$ cat src/rtl/echo_wipe.sv
module echo_wipe #(
  parameter int          AW          = 16,
  parameter int          PAGE_SHIFT  = 8,
  parameter int          LEN_W       = 4,
  parameter int          CHUNK_SHIFT = 11,
  parameter int          FLAG_BIT    = 5,
  parameter logic [7:0]  FILL        = 8'hFF
) (
  input  logic                     clk,
  input  logic                     rst_n,
  input  logic                     start,
  input  logic [AW-PAGE_SHIFT-1:0] page_in,
  input  logic [7:0]               len_in,
  input  logic [7:0]               flags_in,
  output logic [AW-1:0]            ram_addr,
  output logic [7:0]               ram_wdata,
  output logic                     ram_we,
  output logic                     busy,
  output logic                     done
);

  localparam int EW = AW + 2;
  localparam logic [EW-1:0] TOP = EW'(1) << AW;

  logic [EW-1:0] base_w, span_w, sum_w, end_w;
  logic          empty_w;
  logic [AW-1:0] cur_q, last_q;
  logic          unused_bits;

  assign base_w  = EW'(page_in) << PAGE_SHIFT;
  assign span_w  = EW'(len_in[LEN_W-1:0]) << CHUNK_SHIFT;
  assign sum_w   = base_w + span_w;
  assign end_w   = (sum_w > TOP) ? TOP : sum_w;
  assign empty_w = flags_in[FLAG_BIT] || (end_w == base_w);
  assign unused_bits = ^(flags_in & ~(8'd1 << FLAG_BIT)) ^ ^len_in ^ ^end_w;

  assign ram_addr  = cur_q;
  assign ram_wdata = FILL;
  assign ram_we    = busy;

  always_ff @(posedge clk) begin
    if (!rst_n) begin
      busy   <= 1'b0;
      done   <= 1'b0;
      cur_q  <= '0;
      last_q <= '0;
    end else begin
      done <= 1'b0;
      if (busy) begin
        if (cur_q == last_q) begin
          busy <= 1'b0;
          done <= 1'b1;
        end else begin
          cur_q <= cur_q + 1'b1;
        end
      end else if (start) begin
        if (empty_w) begin
          done <= 1'b1;
        end else begin
          busy   <= 1'b1;
          cur_q  <= base_w[AW-1:0];
          last_q <= AW'(end_w - EW'(1));
        end
      end
    end
  end

  // consecutive ascending addresses, no wrap
  a_r4_step: assert property (@(posedge clk) disable iff (!rst_n)
    (busy && $past(busy) && $past(rst_n)) |->
      ({1'b0, ram_addr} == {1'b0, $past(ram_addr)} + 1'b1));

  a_r8_done_pulse: assert property (@(posedge clk) disable iff (!rst_n)
    done |=> !done);

  a_r8_done_idle: assert property (@(posedge clk) disable iff (!rst_n)
    done |-> !busy);

  a_r8_fall_done: assert property (@(posedge clk) disable iff (!rst_n)
    ($fell(busy) && $past(rst_n)) |-> done);

  a_r7_hold: assert property (@(posedge clk) disable iff (!rst_n)
    (busy && start && ram_addr != last_q) |=> busy);

  a_r3_no_wrap: assert property (@(posedge clk) disable iff (!rst_n)
    (busy && ram_addr == {AW{1'b1}}) |=> !busy);

endmodule

$ cat config.mk
export PLATFORM = sky130hd
export DESIGN_NAME = echo_wipe
export DESIGN_NICKNAME = d
export VERILOG_FILES = /design/src/rtl/echo_wipe.sv
export SDC_FILE = /design/constraint.sdc
export NUM_CORES = 1
export LEC_CHECK = 0
export BUFFER_PORTS_ARGS = -buffer_cell sky130_fd_sc_hd__buf_2
export CORE_UTILIZATION = 45
export CTS_CLUSTER_DIAMETER = 100
export DETAILED_ROUTE_END_ITERATION = 6
export GPL_TIMING_DRIVEN = 0
export PLACE_DENSITY = 0.71
export SLEW_MARGIN = 20
export SYNTH_ARGS = -nofsm -noshare
export SYNTH_HDL_FRONTEND = slang
export SYNTH_SLANG_ARGS = --single-unit
$ cat constraint.sdc
create_clock -name clk -period 4.3 [get_ports clk]
set_input_delay 0.86 -clock clk [delete_from_list [all_inputs] [get_ports clk]]
set_output_delay 0.86 -clock clk [all_outputs]
set_load 0.05 [all_outputs]
==> results <==
- In the synthesized netlist, the cells that appear most often are nand2_1, dfxtp_1, xor2_1.
- In this run, the number of DRC markers left after iteration 0 of detailed routing was 136.
- The maximum resistive drop on vdd is 0.0001310 V.
- For this run, the total global-route usage over all layers was measured as 22.41%.
- The most repeated cell in the gate-level netlist after synthesis is nand2_1.
- The part of the cycle the worst path needs is 91.12%.
- Counting every instance in the synthesized netlist gives 237.
- Across all hold checks on the routed design, the worst slack comes to 480.9 ps.
- The total overflow reported by the global router is 0.
- The cell area that synthesis handed to floorplanning was 1893 um^2.
- The smallest clock period supported by the final layout is computed as 3918 ps.
- The count of flip-flops with a built-in enable after synthesis is 0.
- The global-route wire length before repair is 7527 um.
- The number of antenna diodes in the final layout is 0.
- The max-capacitance violation count is 0.
- In this run the static leakage power is 0.9889 nW.
- CTS saw 27 sinks.
- Measured along the x axis, the die boundary spans 66.86 um.
- The run finished with clean final reports.
- Compared with the post-synthesis result, the final layout area differs by 15.80%.
- Between clock sinks in the finished design, the worst skew comes to 4.815 ps.
- The maximum fanout along the worst path is 6.
- The clock-pin transition on the worst setup and hold timing paths is 90 ps.
- The first TritonRoute pass finished after 4 iterations.
- In this run, post-CTS hold repair placed 0 buffers.
- For this block, the routed nets add up to 4766 um of wire.
- The average cell area after synthesis is 7.988 um^2.
- The number of CTS-inserted buffers is 3.
- The max-slew violation count was 0.
- The worst setup path is of the input port to register kind.
- The via total after detailed routing is 1848.
- Based on the critical path, the design can be clocked at up to 0.2552 GHz.
- The final non-filler cell total is 331.
- Routability-driven placement finished with a final weighted congestion of 0.8696.
- The cell row count is 23.
- The area of all placed cells without fillers is 2192 um^2.
- The residual DRC count is 0.
- The number of port buffers is 33.
- Sequential elements use 28.55% of the synthesized area.
- The mean number of vias per cell is 5.583.
- TritonCTS built the clock tree.
- The placed instances occupy a cell area of 2147 um^2.
- Post-CTS timing repair inserted 0 buffers for setup.
- The routed length per instance is 14.40 um.
- The tree is rooted in a clkbuf_8.
- The total negative slack for setup checks is 0 ps.
- In this run the power density over the cells is 316.5 nW/um^2.
- The number of levels the H-tree was split into is 1.
- The most used flip-flop cell after synthesis is dfxtp_1.
- The number of synthesized register bits is 27.
- For the worst setup path, the data arrival time is 4130 ps.
- Ranked by total cell area, the synthesized netlist is headed by dfxtp_1, xor2_1, nand2_1, o21ai_0, buf_4.
- Setup repair after global routing left no endpoint under its margin.
- The count of warnings emitted by yosys is 0.
- The number of antenna violations at the first check in global routing is 0.
- The cell accounting for the most synthesized area is dfxtp_1.
- The count of nets left with antenna violations once routing finished came out at 0.
- At the pin with the least slew margin, the transition time is 863.6 ps.
- The HPWL after detailed placement is 3495 um.
- At the worst endpoint, the required time is 4510 ps.
- The synthesized design devotes to its leading area cell type 28.55% of total area.
- For this configuration, the core starts out at a cell density of 46.99%.
- The fraction of layout cells with a size suffix above 1 is 20.64%.
- The number of cells upsized or downsized after cts is 0.
- The worst setup path is launched from an input port.
- The via count of the first global-routing pass is 1582.
- The die extent in y is 66.86 um.
- The worst slew slack as a fraction of its limit is 41.68%.
- The type of the most critical hold path is register to register.
- The largest net degree at the start of global routing is 15.
- The hold violation count in the final report was 0.
- The later pin in the worst-skew pair is clocked with a latency of 270 ps.
- The boundary pin count is 54.
- The clock passes through at most 2 buffers.
- The fraction of synthesis flops using an asynchronous set or reset pin is 0%.
- In this run, distinct cell masters in the synthesized netlist total 49.
- Setup violations remaining at the end of the flow were counted as 0.
- Summing internal, switching and leakage power gives 0.6938 mW.
- At the end of the flow, the number of nets in the layout was 316.
- The total area inside the core boundary comes to 4029 um^2.
- Including well taps, the total number of placed cells is 327.
- The floorplan step defined a die boundary enclosing 4470 um^2.
- STA classifies the critical path endpoint as a register.
==> final cells by class <==
class | instances | area, um^2
Sequential cell | 27 | 540.5
Fill cell | 429 | 1837
Timing Repair Buffer | 33 | 165.2
Inverter | 5 | 18.77
Clock buffer | 4 | 45.04
Multi-Input combinational cell | 192 | 1237
Buffer | 20 | 122.6
Tap cell | 50 | 62.56
==> power breakdown <==
group / total [mW] / switching (mW) / internal, mW
clock network: 0.146 / 0.0798 / 0.0665
logic: 0.256 / 0.168 / 0.0875
registers: 0.292 / 0.0230 / 0.269
==> stage by stage <==
step	utilization, %	setup WS [ps]
2_1_floorplan	-	608.3
3_3_place_gp	53.29	163.6
3_5_place_dp	53.29	137.1
4_1_cts	54.41	420.3
5_1_grt	54.41	234.6
6_report	54.41	381.7
==> flip-flops by register name, indices dropped and copies added (netlist names) <==
register and count:
done 1, ram_addr 16, last_q 9, busy 1
==> routing by layer <==
layer / wire, um / vias up / share of wire, % / track usage (%)
li1: - / 933 / - / -
met1: 2236 / 855 / 47 / 28.34
met2: 2237 / 51 / 47 / 37.63
met3: 200 / 9 / 4.2 / 2.226
met4: 92 / 0 / 1.9 / 10.64
met5: 0 / - / 0 / 0
==> path summary, 6_finish.rpt <==
kind                                      to  slack (ps)  depth (start not counted)        start
worst min-delay path              last_q[14]         480                          2   last_q[14]
worst min register to register    last_q[14]         480                          2   last_q[14]
worst max-delay path              last_q[14]         380                         11   page_in[3]
worst max register to register  ram_addr[13]        1900                          7  ram_addr[6]
==> critical path: stages <==
cell	delay [ps]
buf_2	110
ha_1	220
fa_1	530
or4_1	620
o41ai_1	730
nand2_1	130
ha_1	310
nand3_1	90
mux2i_1	70
a211o_1	310
a21boi_0	130
==> kinds of logic (layout without fill, tap and decap cells) <==
| kind of cell | Yosys count | count (layout) | synth area share, % |
|---|---|---|---|
| mux | 1 | 1 | 0.5288 |
| flops | 27 | 27 | 28.55 |
| simple gates | 91 | 91 | 24.52 |
| other cells | 1 | 8 | 0.1981 |
| buf+inv | 25 | 62 | 7.469 |
| compound gates | 61 | 61 | 22.61 |
| fa+ha+maj | 7 | 7 | 5.023 |
| xor+xnor | 24 | 24 | 11.10 |
==> layout by cell type, fill, tap and decap left out, types with 3 or more instances in the layout <==
master    Yosys  layout
conb_1        1       8
clkbuf_8      0       3
buf_2         2      35
nand2_1      29      29
a31oi_1       6       6
nor3b_1       5       5
and3_1        3       3
nor2b_1       5       5
o22ai_1       3       3
o32ai_1       3       3
xor2_1       17      17
inv_1         5       5
o21ai_0      16      16
ha_1          6       6
dfxtp_1      27      27
nor4_1        4       4
clkbuf_1      7       8
nand3_1      11      11
nor3_1       10      10
a31o_2        5       5
nor2_1       12      12
o211a_1       3       3
a21oi_1       7       7
xnor2_1       7       7
buf_4        10      10
a221oi_1      3       3
Power figures use the tool's default switching activity.
